$ cat config.mk
export PLATFORM = sky130hd
export DESIGN_NAME = pwr_mode_timer
export DESIGN_NICKNAME = d
export VERILOG_FILES = /design/src/rtl/pmt_pkg.sv /design/src/rtl/pmt_tick_sel.sv /design/src/rtl/pmt_idle_cnt.sv /design/src/rtl/pmt_mode_seq.sv /design/src/rtl/pwr_mode_timer.sv
export SDC_FILE = /design/constraint.sdc
export NUM_CORES = 1
export LEC_CHECK = 0
export BUFFER_PORTS_ARGS = -buffer_cell sky130_fd_sc_hd__buf_2
export CAP_MARGIN = 0
export CORE_AREA = 2 2 56 63
export DETAILED_ROUTE_END_ITERATION = 8
export DIE_AREA = 0 0 58 65
export PLACE_DENSITY_LB_ADDON = 0.12
export SYNTH_ARGS = -nofsm -noshare
export SYNTH_HDL_FRONTEND = slang
export SYNTH_SLANG_ARGS = --single-unit
$ cat constraint.sdc
create_clock -name clk_i -period 3 [get_ports clk_i]
set_input_delay 0.6 -clock clk_i [delete_from_list [all_inputs] [get_ports clk_i]]
set_output_delay 0.6 -clock clk_i [all_outputs]
set_load 0.02 [all_outputs]
$ cat src/rtl/pmt_pkg.sv
package pmt_pkg;
  typedef enum logic [2:0] {
    MODE_HS    = 3'd0,
    MODE_LS    = 3'd1,
    MODE_DOZE  = 3'd2,
    MODE_SLEEP = 3'd3,
    MODE_SUSP  = 3'd4,
    MODE_OFF   = 3'd5
  } mode_e;

  localparam int NUM_MODES = 6;
  localparam int NUM_TIMED = NUM_MODES - 1;
  localparam int NUM_TICKS = 5;

  // tick vector positions
  localparam int TK_2MS   = 0;
  localparam int TK_62MS  = 1;
  localparam int TK_250MS = 2;
  localparam int TK_4S    = 3;
  localparam int TK_64S   = 4;
endpackage

$ cat src/rtl/pmt_tick_sel.sv
module pmt_tick_sel
  import pmt_pkg::*;
#(
  parameter int LIM_W = 8
) (
  input  mode_e                            mode_i,
  input  logic [NUM_TIMED-1:0][LIM_W-1:0]  lims_i,
  input  logic [NUM_TICKS-1:0]             ticks_i,
  input  logic                             res_hs_i,
  input  logic                             res_ls_i,
  output logic                             tick_o,
  output logic [LIM_W-1:0]                 lim_o
);
  always_comb begin
    tick_o = 1'b0;
    lim_o  = '0;
    unique case (mode_i)
      MODE_HS: begin
        tick_o = res_hs_i ? ticks_i[TK_62MS] : ticks_i[TK_2MS];
        lim_o  = lims_i[0];
      end
      MODE_LS: begin
        tick_o = res_ls_i ? ticks_i[TK_250MS] : ticks_i[TK_62MS];
        lim_o  = lims_i[1];
      end
      MODE_DOZE: begin
        tick_o = ticks_i[TK_4S];
        lim_o  = lims_i[2];
      end
      MODE_SLEEP: begin
        tick_o = ticks_i[TK_62MS];
        lim_o  = lims_i[3];
      end
      MODE_SUSP: begin
        tick_o = ticks_i[TK_64S];
        lim_o  = lims_i[4];
      end
      default: begin
        tick_o = 1'b0; // off: terminal, no time base
        lim_o  = '0;
      end
    endcase
  end
endmodule

$ cat src/rtl/pmt_idle_cnt.sv
module pmt_idle_cnt #(
  parameter int LIM_W = 8
) (
  input  logic             clk_i,
  input  logic             rst_ni,
  input  logic             clr_i,
  input  logic             tick_i,
  input  logic [LIM_W-1:0] lim_i,
  output logic             expire_o
);
  logic [LIM_W-1:0] cnt_q;
  logic             frozen;

  assign frozen   = (lim_i == '0);
  // count must exceed the limit: expiry on the tick after reaching it
  assign expire_o = tick_i && !frozen && (cnt_q >= lim_i);

  always_ff @(posedge clk_i or negedge rst_ni) begin
    if (!rst_ni)                        cnt_q <= '0;
    else if (clr_i || frozen || expire_o) cnt_q <= '0;
    else if (tick_i)                    cnt_q <= cnt_q + 1'b1;
  end

  assert_zero_freeze_R7: assert property (@(posedge clk_i) disable iff (!rst_ni)
    (lim_i == '0) |=> (cnt_q == '0));
  assert_clear_on_event_R8: assert property (@(posedge clk_i) disable iff (!rst_ni)
    clr_i |=> (cnt_q == '0));
  assert_restart_after_expiry_R3: assert property (@(posedge clk_i) disable iff (!rst_ni)
    expire_o |=> (cnt_q == '0));
  assert_no_count_without_tick_R3: assert property (@(posedge clk_i) disable iff (!rst_ni)
    !tick_i |=> (cnt_q <= $past(cnt_q)));
endmodule

$ cat src/rtl/pmt_mode_seq.sv
module pmt_mode_seq
  import pmt_pkg::*;
(
  input  logic       clk_i,
  input  logic       rst_ni,
  input  logic       force_i,
  input  logic [2:0] force_mode_i,
  input  logic       activity_i,
  input  logic       expire_i,
  output mode_e      mode_o
);
  mode_e mode_q;
  mode_e force_tgt;

  assign force_tgt = (force_mode_i > 3'(MODE_OFF)) ? MODE_OFF : mode_e'(force_mode_i);

  always_ff @(posedge clk_i or negedge rst_ni) begin
    if (!rst_ni)                          mode_q <= MODE_HS;
    else if (force_i)                     mode_q <= force_tgt;
    else if (activity_i)                  mode_q <= MODE_HS;
    else if (expire_i && mode_q != MODE_OFF) mode_q <= mode_e'(mode_q + 3'd1);
  end

  assign mode_o = mode_q;

  assert_force_wins_R9: assert property (@(posedge clk_i) disable iff (!rst_ni)
    force_i |=> (mode_q == (($past(force_mode_i) > 3'd5) ? MODE_OFF : mode_e'($past(force_mode_i)))));
  assert_activity_home_R8: assert property (@(posedge clk_i) disable iff (!rst_ni)
    (activity_i && !force_i) |=> (mode_q == MODE_HS));
  assert_step_order_R2: assert property (@(posedge clk_i) disable iff (!rst_ni)
    (!force_i && !activity_i && expire_i && mode_q != MODE_OFF)
      |=> (3'(mode_q) == 3'($past(mode_q)) + 3'd1));
  assert_hold_idle_R2: assert property (@(posedge clk_i) disable iff (!rst_ni)
    (!force_i && !activity_i && !expire_i) |=> $stable(mode_q));
  assert_off_terminal_R2: assert property (@(posedge clk_i) disable iff (!rst_ni)
    (mode_q == MODE_OFF && !force_i && !activity_i) |=> (mode_q == MODE_OFF));
endmodule

$ cat src/rtl/pwr_mode_timer.sv
module pwr_mode_timer
  import pmt_pkg::*;
#(
  parameter int LIM_W = 8
) (
  input  logic             clk_i,
  input  logic             rst_ni,
  input  logic [LIM_W-1:0] lim_hs_i,
  input  logic [LIM_W-1:0] lim_ls_i,
  input  logic [LIM_W-1:0] lim_doze_i,
  input  logic [LIM_W-1:0] lim_sleep_i,
  input  logic [LIM_W-1:0] lim_susp_i,
  input  logic             res_hs_i,
  input  logic             res_ls_i,
  input  logic             tick_2ms_i,
  input  logic             tick_62ms_i,
  input  logic             tick_250ms_i,
  input  logic             tick_4s_i,
  input  logic             tick_64s_i,
  input  logic             activity_i,
  input  logic             force_i,
  input  logic [2:0]       force_mode_i,
  output logic [2:0]       mode_o
);
  logic [NUM_TIMED-1:0][LIM_W-1:0] lims;
  logic [NUM_TICKS-1:0]            ticks;
  mode_e                           mode;
  logic                            tick_sel;
  logic [LIM_W-1:0]                lim_sel;
  logic                            expire;

  assign lims  = {lim_susp_i, lim_sleep_i, lim_doze_i, lim_ls_i, lim_hs_i};
  assign ticks = {tick_64s_i, tick_4s_i, tick_250ms_i, tick_62ms_i, tick_2ms_i};

  pmt_tick_sel #(.LIM_W(LIM_W)) u_sel (
    .mode_i   (mode),
    .lims_i   (lims),
    .ticks_i  (ticks),
    .res_hs_i (res_hs_i),
    .res_ls_i (res_ls_i),
    .tick_o   (tick_sel),
    .lim_o    (lim_sel)
  );

  pmt_idle_cnt #(.LIM_W(LIM_W)) u_cnt (
    .clk_i    (clk_i),
    .rst_ni   (rst_ni),
    .clr_i    (force_i | activity_i),
    .tick_i   (tick_sel),
    .lim_i    (lim_sel),
    .expire_o (expire)
  );

  pmt_mode_seq u_seq (
    .clk_i        (clk_i),
    .rst_ni       (rst_ni),
    .force_i      (force_i),
    .force_mode_i (force_mode_i),
    .activity_i   (activity_i),
    .expire_i     (expire),
    .mode_o       (mode)
  );

  assign mode_o = 3'(mode);
endmodule

==> impl_results.md, run 1 <==
- Run status: completed
- Detailed Routing Iterations Pass 1: 4
- Via count of the first global-routing pass: 1,260
- Final number of setup-violating endpoints: 0
- Critical Path Source Type: flop
- WP data required: 3.17 ns
- Root buffer selected by CTS: clkbuf_4
- Layout cell share with drive strength beyond 1: 0.424
- Commonest non-fill, non-tap cell in the layout: buf_2
- Worst voltage drop across the vdd grid: 0.241 mV
- Number of vias in the routed layout: 1,383
- Pwr/cell area: 320 mW/mm^2
- First-iteration detailed-routing DRC count: 161
- Final period utilization: 0.955
- Global route total overflow: 0
- Layout overhead on the synthesized area: 37.6%
- Post-route clock skew: 0.00119 ns
- CP Max Fanout: 16
- Core Area: 0.00319 sq mm
- Number of remaining DRC errors: 0
- Post-layout nets: 274
- Lkg Pwr: 0.759 nW
- Clock network power share: 0.190
- Total clock sinks: 11
- Half-perimeter wire length after detailed placement: 2750 um
- Slew Viols, Final: 0
- Worst reg2reg setup slack: 0.13 ns
- Final Routed Wirelength: 3470 um
- Die Outline Area: 0.00377 sq mm
- Starting density of the core: 0.380
- Avg WL per Cell: 14.4 um
- Gate power share: 0.508
- Mapped Nets: 213
- Number of antenna violations at the first check in global routing: 0
- CTS tree: yes
- Sequential fraction of design power: 0.302
- Worst hold slack: 0.197 ns
- Design internal power: 339 uW
- Mean Syn Cell Area: 8.37 sq um
- Setup crit end kind: flop
- Count of max-cap constraint violations: 0
- Number of placement rows: 22
- Insertion delay of the later-clocked pin in the worst-skew pair: 0.26 ns
- Hold buffers post-CTS: 0
- Min Clock Period, post-route: 2.87 ns
- Switching Power: 196 uW
- Yosys warning count: 0
- Clock-pin transition on the worst setup and hold timing paths: 0.07 ns
- Commonest cells after routing, fill and taps aside: buf_2, nand2_1, ha_1, buf_4
- Data arrival time of the critical path: 3.04 ns
- FMAX: 349 MHz
- Cell accounting for the most synthesized area: dfrtp_1
- Finished Layout Cells: 241
- Max Root-Sink Buffers: 2
- Fraction of post-synthesis cell area in the top cell type by area: 0.227
- Synth Flop Type: dfrtp_1
- Hold Vio Cnt, Final: 0
- First-pass GRT wire length: 5370 um
- Die X-Extent: 58 um
- Transition time of the tightest slew-check pin: 0.475 ns
- Number of cells on the worst reg-to-reg path: 11
- Via/cell ratio: 5.74
- Proportion of synthesized flip-flops having asynchronous set or reset: 1.00
- Cts bufs inserted: 3
- Synthesized instance count: 145
- Syn Std Cell Area: 0.00121 sq mm
- Htree depth: 1
- Total routing usage reported by global routing: 0.180
- Number of ports placed on the die boundary: 57
- Die height: 65 um
- Post-Layout Inst Area: 0.00167 sq mm
- Post-route ant nets: 0
- Final Power: 535 uW
- Number of synthesized flops with an enable pin: 0
- Maximum number of pins on one net before global-route repair: 23
- Switching Share: 0.367
- Startpoint of the lowest-slack register-to-register path: u_seq.mode_o[0]
- Headroom to the max-slew limit: 0.682
- Cell area after placement: 0.00154 sq mm
- Post-route setup TNS: 0 ns
- Number of storage elements in the synthesis netlist: 11
- Count of distinct cell types in the synthesized netlist: 43
- Global placer's final weighted congestion: 0.797
- Worst min-delay path category: in -> async
- Cell types with the largest area share after synthesis: dfrtp_1, ha_1, a222oi_1
- Worst R2R End: u_seq.mode_o[1]
- Setup CP Type: reg -> reg
- Antenna Cells: 0
- Number of cells in the design after placement: 231
- Count of input and output buffers: 56
- Portion of the post-synthesis area used by sequential elements: 0.227
power groups by stage:
stage | registers (mW) | logic (mW) | clock network, mW
after CTS | 0.161 | 0.250 | 0.107
after floorplan | 0.169 | 0.154 | 0
after global routing | 0.163 | 0.300 | 0.114
after detailed placement | 0.164 | 0.238 | 0
after global placement | 0.163 | 0.234 | 0
final | 0.162 | 0.272 | 0.102
routing by layer:
metal  up-vias  GRT usage  part of all wire
met5         -          0                 0
li1        684          -                 -
met3         2     0.0220             0.077
met2        58      0.330              0.48
met4         0     0.0436            0.0066
met1       639      0.218              0.44
area by class of cell:
type / instances / area [sq um]
multi-input cells: 117 / 938
repair buffers: 66 / 355
well taps: 36 / 45.0
clock buffers: 4 / 26.3
fillers: 305 / 1520
inverters: 7 / 26.3
flip-flops and latches: 11 / 279
worst max-delay path, cell delays in order (launching register included):
cell,delay (ns)
dfrtp_2,0.41
inv_2,0.09
ha_4,0.22
a222oi_1,0.42
o21a_1,0.18
ha_1,0.23
a2111o_1,0.42
a21oi_2,0.18
buf_4,0.15
a211oi_4,0.04
and3_1,0.19
a311oi_2,0.23
flip-flops by register name (all words and copies together), names as in the netlist:
register and flops:
u_cnt.cnt_q 8, u_seq.mode_o 3
worst max path at each step:
stage                       to  slack [ns]             from  cells after the start
6_report       u_seq.mode_o[1]        0.13  u_seq.mode_o[0]                     11
5_1_grt         u_cnt.cnt_q[3]       -0.05  u_seq.mode_o[0]                     11
4_1_cts         u_cnt.cnt_q[2]       0.008  u_seq.mode_o[0]                     11
3_5_place_dp    u_cnt.cnt_q[2]       0.002  u_seq.mode_o[0]                     11
3_3_place_gp    u_cnt.cnt_q[2]        0.06  u_seq.mode_o[0]                     11
2_1_floorplan   u_cnt.cnt_q[2]        0.01  u_seq.mode_o[0]                     13
per-stage QoR:
stage,setup slack (ns),utilization
floorplan,0.0137,-
detailed placement,0.00208,0.481
global placement,0.0602,0.481
global route,-0.0507,0.523
CTS,0.00838,0.500
finish,0.134,0.523
cell usage after synthesis, drive strengths merged, types with 2 or more instances:
| master | instances |
|---|---|
| a222oi | 7 |
| xnor2 | 4 |
| a22oi | 4 |
| a31oi | 3 |
| buf | 6 |
| dfrtp | 11 |
| nand3 | 3 |
| nor2 | 8 |
| a21o | 3 |
| nand2b | 2 |
| ha | 14 |
| clkbuf | 4 |
| nand4 | 2 |
| nand2 | 13 |
| a32oi | 6 |
| or3 | 2 |
| a21oi | 9 |
| o21ai | 6 |
| o21a | 7 |
| inv | 7 |
| o211ai | 2 |
| nor3 | 3 |
cell families after synthesis:
family / synth area share
adder cells (fa/ha/maj): 0.144
AO/OA/AOI/OAI: 0.327
multiplexers: 0.00825
buffers and inverters: 0.0670
flip-flops: 0.227
AND/OR/NAND/NOR: 0.198
XOR/XNOR: 0.0289
what timing repair did:
action | CTS | global route
setup buffers | 4 | 2
pin swaps | 1 | 4
endpoints found under the setup margin | 3 | 9
gates resized for setup | 1 | 11
(Power assumes the default switching activity.)
==> run 2: changes to the inputs <==
--- a/config.mk
+++ b/config.mk
@@ -7,10 +7,11 @@
 export LEC_CHECK = 0
 export BUFFER_PORTS_ARGS = -buffer_cell sky130_fd_sc_hd__buf_2
 export CAP_MARGIN = 0
-export CORE_AREA = 2 2 56 63
+export CORE_AREA = 2 2 65 55
 export DETAILED_ROUTE_END_ITERATION = 8
-export DIE_AREA = 0 0 58 65
+export DIE_AREA = 0 0 67 57
 export PLACE_DENSITY_LB_ADDON = 0.12
+export SLEW_MARGIN = 10
 export SYNTH_ARGS = -nofsm -noshare
 export SYNTH_HDL_FRONTEND = slang
 export SYNTH_SLANG_ARGS = --single-unit
==> constraint.sdc (replaced) <==
create_clock -name clk_i -period 2.9 [get_ports clk_i]
set_input_delay 0.58 -clock clk_i [delete_from_list [all_inputs] [get_ports clk_i]]
set_output_delay 0.58 -clock clk_i [all_outputs]
set_load 0.02 [all_outputs]
==> impl_results.md, run 2 (same netlist as run 1, synthesis figures left out) <==
- Run status: finished with violations
- Failing checks: negative setup slack
- Root buffer selected by CTS: clkbuf_8
- Pwr/cell area: 354 mW/mm^2 (+10%)
- Detailed Routing Iterations Pass 1: 5 (+1)
- Worst R2R End: u_cnt.cnt_q[2]
- Post-Layout Inst Area: 0.00186 sq mm (+11%)
- FMAX: 342 MHz (-2.1%)
- Fill cell count: 282 (-7.5%)
- Insertion delay of the later-clocked pin in the worst-skew pair: 0.24 ns (-0.02 ns)
- Number of cells in the design after placement: 247 (+6.9%)
- Startpoint of the lowest-slack register-to-register path: u_seq.mode_o[0]
- Core Area: 0.00323 sq mm (+1.3%)
- Headroom to the max-slew limit: 0.673 (-0.00905)
- Register with the highest flop count: u_cnt.cnt_q
- Finished Layout Cells: 259 (+7.5%)
- Antenna Cells: 0 (unchanged)
- Layout cell share with drive strength beyond 1: 0.484 (+0.0595)
- End point of the critical path: u_cnt.cnt_q[2]
- Worst min-delay path category: in -> async
- Worst voltage drop across the vdd grid: 0.260 mV (+7.7%)
- Min Clock Period, post-route: 2.93 ns (+0.0610 ns)
- CTS tree: yes
- Via/cell ratio: 5.51 (-3.9%)
- Hold Vio Cnt, Final: 0 (unchanged)
- Critical Path Source Type: flop
- Global placer's final weighted congestion: 0.829 (+4.1%)
- Largest stage delay, worst path: 0.43 ns (about the same)
- WP data required: 3.06 ns (-0.11 ns)
- Post-route clock skew: 0.00167 ns (+0.000481 ns)
- Number of remaining DRC errors: 0 (unchanged)
- First-iteration detailed-routing DRC count: 98 (-39%)
- Total clock sinks: 11 (unchanged)
- CP Max Fanout: 4 (-12)
- Final number of setup-violating endpoints: 1 (+1)
- Cell area after placement: 0.00164 sq mm (+6.4%)
- Final period utilization: 1.01 (+0.0540)
- Post-route ant nets: 0 (unchanged)
- Count of max-cap constraint violations: 0 (unchanged)
- Worst reg2reg setup slack: -0.03 ns (-0.16 ns)
- Total routing usage reported by global routing: 0.195 (+0.0156)
- Max Root-Sink Buffers: 2 (unchanged)
- Largest register FFs: 8 (unchanged)
- Cts bufs inserted: 3 (unchanged)
- Htree depth: 1 (unchanged)
- Half-perimeter wire length after detailed placement: 2860 um (+3.8%)
- Number of ports placed on the die boundary: 57 (unchanged)
- Global route total overflow: 0 (unchanged)
- Setup CP Type: reg -> reg
- Maximum number of pins on one net before global-route repair: 23 (unchanged)
- Setup crit end kind: flop
- Die Outline Area: 0.00382 sq mm (+1.3%)
- Cells traversed along the worst timing path: inv_4, ha_4, a222oi_1, buf_4, o21ai_2, ha_1, nand2b_4, a2111o_1, a21oi_4, nand2b_1, or3b_4, a21oi_2
- Commonest cells after routing, fill and taps aside: buf_2, buf_4, nand2_1, ha_1
- Commonest non-fill, non-tap cell in the layout: buf_2
- Data arrival time of the critical path: 3.09 ns (+0.05 ns)
- Count of input and output buffers: 56 (unchanged)
- Number of antenna violations at the first check in global routing: 0 (unchanged)
- Transition time of the tightest slew-check pin: 0.489 ns (+0.0135 ns)
- Setup repair after global routing missed its margin: true
- Layout overhead on the synthesized area: 53.0%
- Clock-pin transition on the worst setup and hold timing paths: 0.05 ns (-0.02 ns)
- Critical path's slowest cell: dfrtp_2
- Number of cells on the worst reg-to-reg path: 12 (+1)
- Starting density of the core: 0.375 (-0.00471)
- Post-layout nets: 286 (+4.4%)
- Number of placement rows: 19 (-14%)
- Final critical-path setup slack: -0.0275 ns (-0.161 ns)
- Final Routed Wirelength: 3630 um (+4.7%)
- First-pass GRT wire length: 5730 um (+6.7%)
- CP startpoint: u_seq.mode_o[0]
- Slew Viols, Final: 0 (unchanged)
- Number of vias in the routed layout: 1,428 (+3.3%)
- Die height: 57 um (-12%)
- Lkg Pwr: 0.843 nW (+11%)
- Avg WL per Cell: 14.0 um (-2.5%)
- Die X-Extent: 67 um (+16%)
- Via count of the first global-routing pass: 1,325 (+5.2%)
-- run 2: worst min path at each step --
| stage | end | slack [ns] | cells after the start | start |
|---|---|---|---|---|
| finish | u_cnt.cnt_q[3] | 0.21 | 1 | rst_ni |
| detailed placement | u_cnt.cnt_q[2] | 0.47 | 1 | rst_ni |
| global placement | u_cnt.cnt_q[2] | 0.46 | 1 | rst_ni |
| global route | u_cnt.cnt_q[2] | 0.21 | 1 | rst_ni |
| floorplan | u_cnt.cnt_q[0] | 0.28 | 0 | rst_ni |
| CTS | u_cnt.cnt_q[2] | 0.21 | 1 | rst_ni |
-- run 2: metal layers --
metal / track usage / wire length [um] / vias to the layer above
met1: 0.262 / 1600 / 662
met2: 0.327 / 1700 / 54
met3: 0.0237 / 286 / 4
li1: - / - / 708
met5: 0 / 0 / -
met4: 0.0612 / 44 / 0
-- run 2: final cells by class --
class	count	area (sq um)	area share
well taps	42	52.6	0.0283
repair buffers	78	462	0.249
inverters	7	31.3	0.0168
multi-input cells	117	987	0.532
flip-flops and latches	11	279	0.150
clock buffers	4	45.0	0.0243
-- run 2: through the flow --
| stage | setup TNS (ns) | util | power, mW | hold slack (ns) | setup slack, ns |
|---|---|---|---|---|---|
| after global placement | -0.475 | 0.506 | 0.439 | 0.465 | -0.141 |
| final | -0.0275 | 0.574 | 0.657 | 0.211 | -0.0275 |
| after CTS | 0 | 0.551 | 0.636 | 0.210 | 0.00279 |
| after global routing | -0.708 | 0.574 | 0.709 | 0.207 | -0.184 |
| after floorplan | -0.102 | - | 0.334 | 0.284 | -0.0560 |
| after detailed placement | -0.719 | 0.506 | 0.445 | 0.467 | -0.165 |
-- run 2: timing repair --
action	4_1_cts	5_1_grt
setup endpoints to repair	9	11
pin swaps	3	14
setup buffers	7	1
hold buffers	0	0
resized for setup	9	16
-- run 2: report_power, final --
| part | leakage (nW) | switching, mW | internal (mW) |
|---|---|---|---|
| Sequential | 0.145 | 0.00909 | 0.160 |
| Clock | 0.0228 | 0.0583 | 0.0966 |
| Combinational | 0.674 | 0.160 | 0.172 |
-- run 2: critical path: cells and delay by family, from the launching register on --
family | cells | cell delay (ns)
buffers and inverters | 2 | 0.25
DFF | 1 | 0.43
and+or+nand+nor | 3 | 0.64
AOI/OAI and AO/OA | 5 | 1.08
adders and majority gates | 2 | 0.44
==> run 3: changes to the inputs <==
--- a/config.mk
+++ b/config.mk
@@ -5,11 +5,12 @@
 export SDC_FILE = /design/constraint.sdc
 export NUM_CORES = 1
 export LEC_CHECK = 0
+export ABC_AREA = 1
 export BUFFER_PORTS_ARGS = -buffer_cell sky130_fd_sc_hd__buf_2
 export CAP_MARGIN = 0
-export CORE_AREA = 2 2 65 55
+export CORE_AREA = 2 2 69 58
 export DETAILED_ROUTE_END_ITERATION = 8
-export DIE_AREA = 0 0 67 57
+export DIE_AREA = 0 0 71 60
 export PLACE_DENSITY_LB_ADDON = 0.12
 export SLEW_MARGIN = 10
 export SYNTH_ARGS = -nofsm -noshare
==> impl_results.md, run 3 <==
- Via count of the first global-routing pass: 1,441 (+8.8%)
- Post-Layout Inst Area: 0.00174 sq mm (-6.1%)
- Portion of the post-synthesis area used by sequential elements: 0.200 (-0.0272)
- Critical path's slowest cell: dfrtp_1
- Routed length on met1: 1820 um (+13%)
- Transition time of the tightest slew-check pin: 0.515 ns (+0.0264 ns)
- Synthesized instance count: 210 (+45%)
- Half-perimeter wire length after detailed placement: 2990 um (+4.7%)
- Final period utilization: 0.872 (-0.137)
- Hold Vio Cnt, Final: 0 (unchanged)
- Fill cell count: 402 (+43%)
- Pwr/cell area: 376 mW/mm^2 (+6.2%)
- Register with the highest flop count: u_cnt.cnt_q
- Total clock sinks: 11 (unchanged)
- Worst R2R End: u_seq.mode_o[1]
- Number of placement rows: 20 (+1)
- Post-route clock skew: 0.00650 ns (+0.00483 ns)
- Detailed route wirelength on metal3: 123 um (-57%)
- First-iteration detailed-routing DRC count: 82 (-16%)
- End point of the critical path: u_seq.mode_o[1]
- Finished Layout Cells: 311 (+20%)
- Post-CTS Setup Bufs: 0 (-7)
- Largest register FFs: 8 (unchanged)
- Commonest cells after routing, fill and taps aside: buf_2, nand2_1, nand3_1, inv_1, ha_1
- Post-layout nets: 336 (+17%)
- Detailed Routing Iterations Pass 1: 4 (-1)
- Insertion delay of the later-clocked pin in the worst-skew pair: 0.24 ns (about the same)
- Layout cell share with drive strength beyond 1: 0.311 (-0.173)
- Run status: completed
- Maximum number of pins on one net before global-route repair: 19 (-17%)
- Number of vias in the routed layout: 1,536 (+7.6%)
- Starting density of the core: 0.380 (+0.00461)
- Max Root-Sink Buffers: 2 (unchanged)
- Syn Std Cell Area: 0.00138 sq mm (+14%)
- Layout overhead on the synthesized area: 26.4%
- Startpoint of the lowest-slack register-to-register path: u_seq.mode_o[0]
- Number of cells in the design after placement: 307 (+24%)
- Proportion of synthesized flip-flops having asynchronous set or reset: 1.00 (unchanged)
- Global placer's final weighted congestion: 0.795 (-4.1%)
- Post-route ant nets: 0 (unchanged)
- Cell types with the largest area share after synthesis: dfrtp_1, nand3_1, nand2_1
- Cell with the most instances after synthesis: nand2_1
- Setup repair after global routing missed its margin: false
- FMAX: 395 MHz (+16%)
- Via/cell ratio: 4.94 (-10%)
- Number of synthesized flops with an enable pin: 0 (unchanged)
- Cell accounting for the most synthesized area: dfrtp_1
- Antenna Cells: 0 (unchanged)
- Htree depth: 1 (unchanged)
- Critical Path Source Type: flop
- Cts bufs inserted: 3 (unchanged)
- WP data required: 3.02 ns (-0.04 ns)
- Worst min-delay path category: in -> async
- Count of max-cap constraint violations: 0 (unchanged)
- Mean Syn Cell Area: 6.57 sq um (-22%)
- Post-route setup TNS: 0 ns (+0.0275 ns)
- Slew Viols, Final: 0 (unchanged)
- Yosys warning count: 0 (unchanged)
- Core Area: 0.00363 sq mm (+12%)
- Uppermost signal routing layer after detailed routing: met4
- Routed length on met2: 1640 um (-3.4%)
- Largest stage delay, worst path: 0.43 ns (about the same)
- Number of cells on the worst reg-to-reg path: 16 (+4)
- Setup crit end kind: flop
- Avg WL per Cell: 11.5 um (-18%)
- Count of distinct cell types in the synthesized netlist: 28 (-35%)
- Mapped Nets: 278 (+31%)
- Critical Path Most Common Cell: nand2_1
- Worst reg2reg setup slack: 0.37 ns (+0.40 ns)
- CP Max Fanout: 7 (+3)
- CTS tree: yes
- Number of ports placed on the die boundary: 57 (unchanged)
- Total routing usage reported by global routing: 0.183 (-0.0122)
- Min Clock Period, post-route: 2.53 ns (-0.398 ns)
- Die X-Extent: 71 um (+6.0%)
- Lkg Pwr: 0.981 nW (+16%)
- Data arrival time of the critical path: 2.65 ns (-0.44 ns)
- Die height: 60 um (+5.3%)
- First-pass GRT wire length: 6220 um (+8.7%)
- Worst voltage drop across the vdd grid: 0.247 mV (-5.2%)
- Number of remaining DRC errors: 0 (unchanged)
- Final Routed Wirelength: 3590 um (-1.1%)
- Commonest non-fill, non-tap cell in the layout: buf_2
- Count of input and output buffers: 56 (unchanged)
- Number of storage elements in the synthesis netlist: 11 (unchanged)
- Headroom to the max-slew limit: 0.657 (-0.0164)
- Number of antenna violations at the first check in global routing: 0 (unchanged)
- Die Outline Area: 0.00426 sq mm (+12%)
- Root buffer selected by CTS: clkbuf_8
- Global route total overflow: 0 (unchanged)
- Clock-pin transition on the worst setup and hold timing paths: 0.05 ns (about the same)
- Setup CP Type: reg -> reg
- CP startpoint: u_seq.mode_o[0]
- Synth Flop Type: dfrtp_1
- Commonest cells in the netlist: nand2_1, nand3_1, inv_1
- Fraction of post-synthesis cell area in the top cell type by area: 0.200 (-0.0272)
- Cells traversed along the worst timing path: inv_1, ha_1, inv_1, nor2_2, nand2_1, nand2_1, nor2_2, ha_1, a21oi_1, nor2_1, nor3_1, nand3_1, nand4_2, nand2_2, nand2_1, nand2_1
- Final number of setup-violating endpoints: 0 (-1)
- Cell area after placement: 0.00170 sq mm (+3.7%)
[run 3: cell count changes after synthesis, moves of 4 or more]
cell      before  now
a222oi_1       7    0
o21a_1         7    1
clkbuf_1       4    0
nor2_2         0    7
o21ai_0        6    1
nand2_1       13   53
xor2_1         0    4
a22oi_1        4    0
nand3_1        3   48
inv_1          7   21
a32oi_1        6    0
xnor2_1        4    0
[run 3: layout make-up]
cell class                      instances  area [sq um]  share of cell area
Multi-Input combinational cell        169           971               0.557
Timing Repair Buffer                   60           310               0.178
Sequential cell                        11           275               0.158
Inverter                               23          86.3              0.0495
Tap cell                               44          55.1              0.0316
Clock buffer                            4          45.0              0.0258
[run 3: through the flow]
stage	power [mW]	hold WS [ns]	setup WS [ns]	utilization
floorplan	0.412	0.284	0.388	-
global placement	0.505	0.468	0.339	0.467
detailed placement	0.509	0.464	0.252	0.467
CTS	0.663	0.207	0.243	0.480
global route	0.722	0.212	0.0163	0.480
finish	0.655	0.202	0.370	0.480
[run 3: power by group]
group	switching [mW]	total (mW)	internal (mW)
Sequential	0.0127	0.174	0.161
Combinational	0.203	0.329	0.127
Clock	0.0552	0.151	0.0963
Total	0.270	0.655	0.384
[run 3: kinds of logic after synthesis]
group | Yosys count | synth area share
AO/OA/AOI/OAI | 16 | 0.0690
XOR/XNOR | 4 | 0.0254
adder cells (fa/ha/maj) | 14 | 0.127
buffers and inverters | 30 | 0.0980
flip-flops | 11 | 0.200
AND/OR/NAND/NOR | 135 | 0.481
[run 3: routing by layer]
layer | global-route usage | vias up
met1 | 0.248 | 694
li1 | - | 816
met4 | 0.0243 | 0
met5 | 0 | -
met2 | 0.315 | 24
met3 | 0.0337 | 2
[run 3: critical path: cells and delay by family, from the launching register on]
kind	cells	cell delay [ns]
adders and majority gates	2	0.48
and+or+nand+nor	11	1.18
AOI/OAI and AO/OA	1	0.16
buffers and inverters	2	0.17
DFF	1	0.43
[run 3: repair_timing]
| item | in CTS | in global routing |
|---|---|---|
| resized for setup | 0 | 1 |
| endpoints found under the hold margin | 0 | 0 |
| hold buffers | 0 | 0 |
| endpoints found under the setup margin | 0 | 11 |
[run 3: worst min-delay path by stage]
| stage | start | end | slack [ns] | cells after the start |
|---|---|---|---|---|
| 2_1_floorplan | rst_ni | u_cnt.cnt_q[0] | 0.28 | 0 |
| 3_3_place_gp | rst_ni | u_cnt.cnt_q[4] | 0.47 | 1 |
| 3_5_place_dp | rst_ni | u_cnt.cnt_q[4] | 0.46 | 1 |
| 4_1_cts | rst_ni | u_cnt.cnt_q[4] | 0.21 | 1 |
| 5_1_grt | rst_ni | u_cnt.cnt_q[4] | 0.21 | 1 |
| 6_report | rst_ni | u_cnt.cnt_q[4] | 0.20 | 1 |
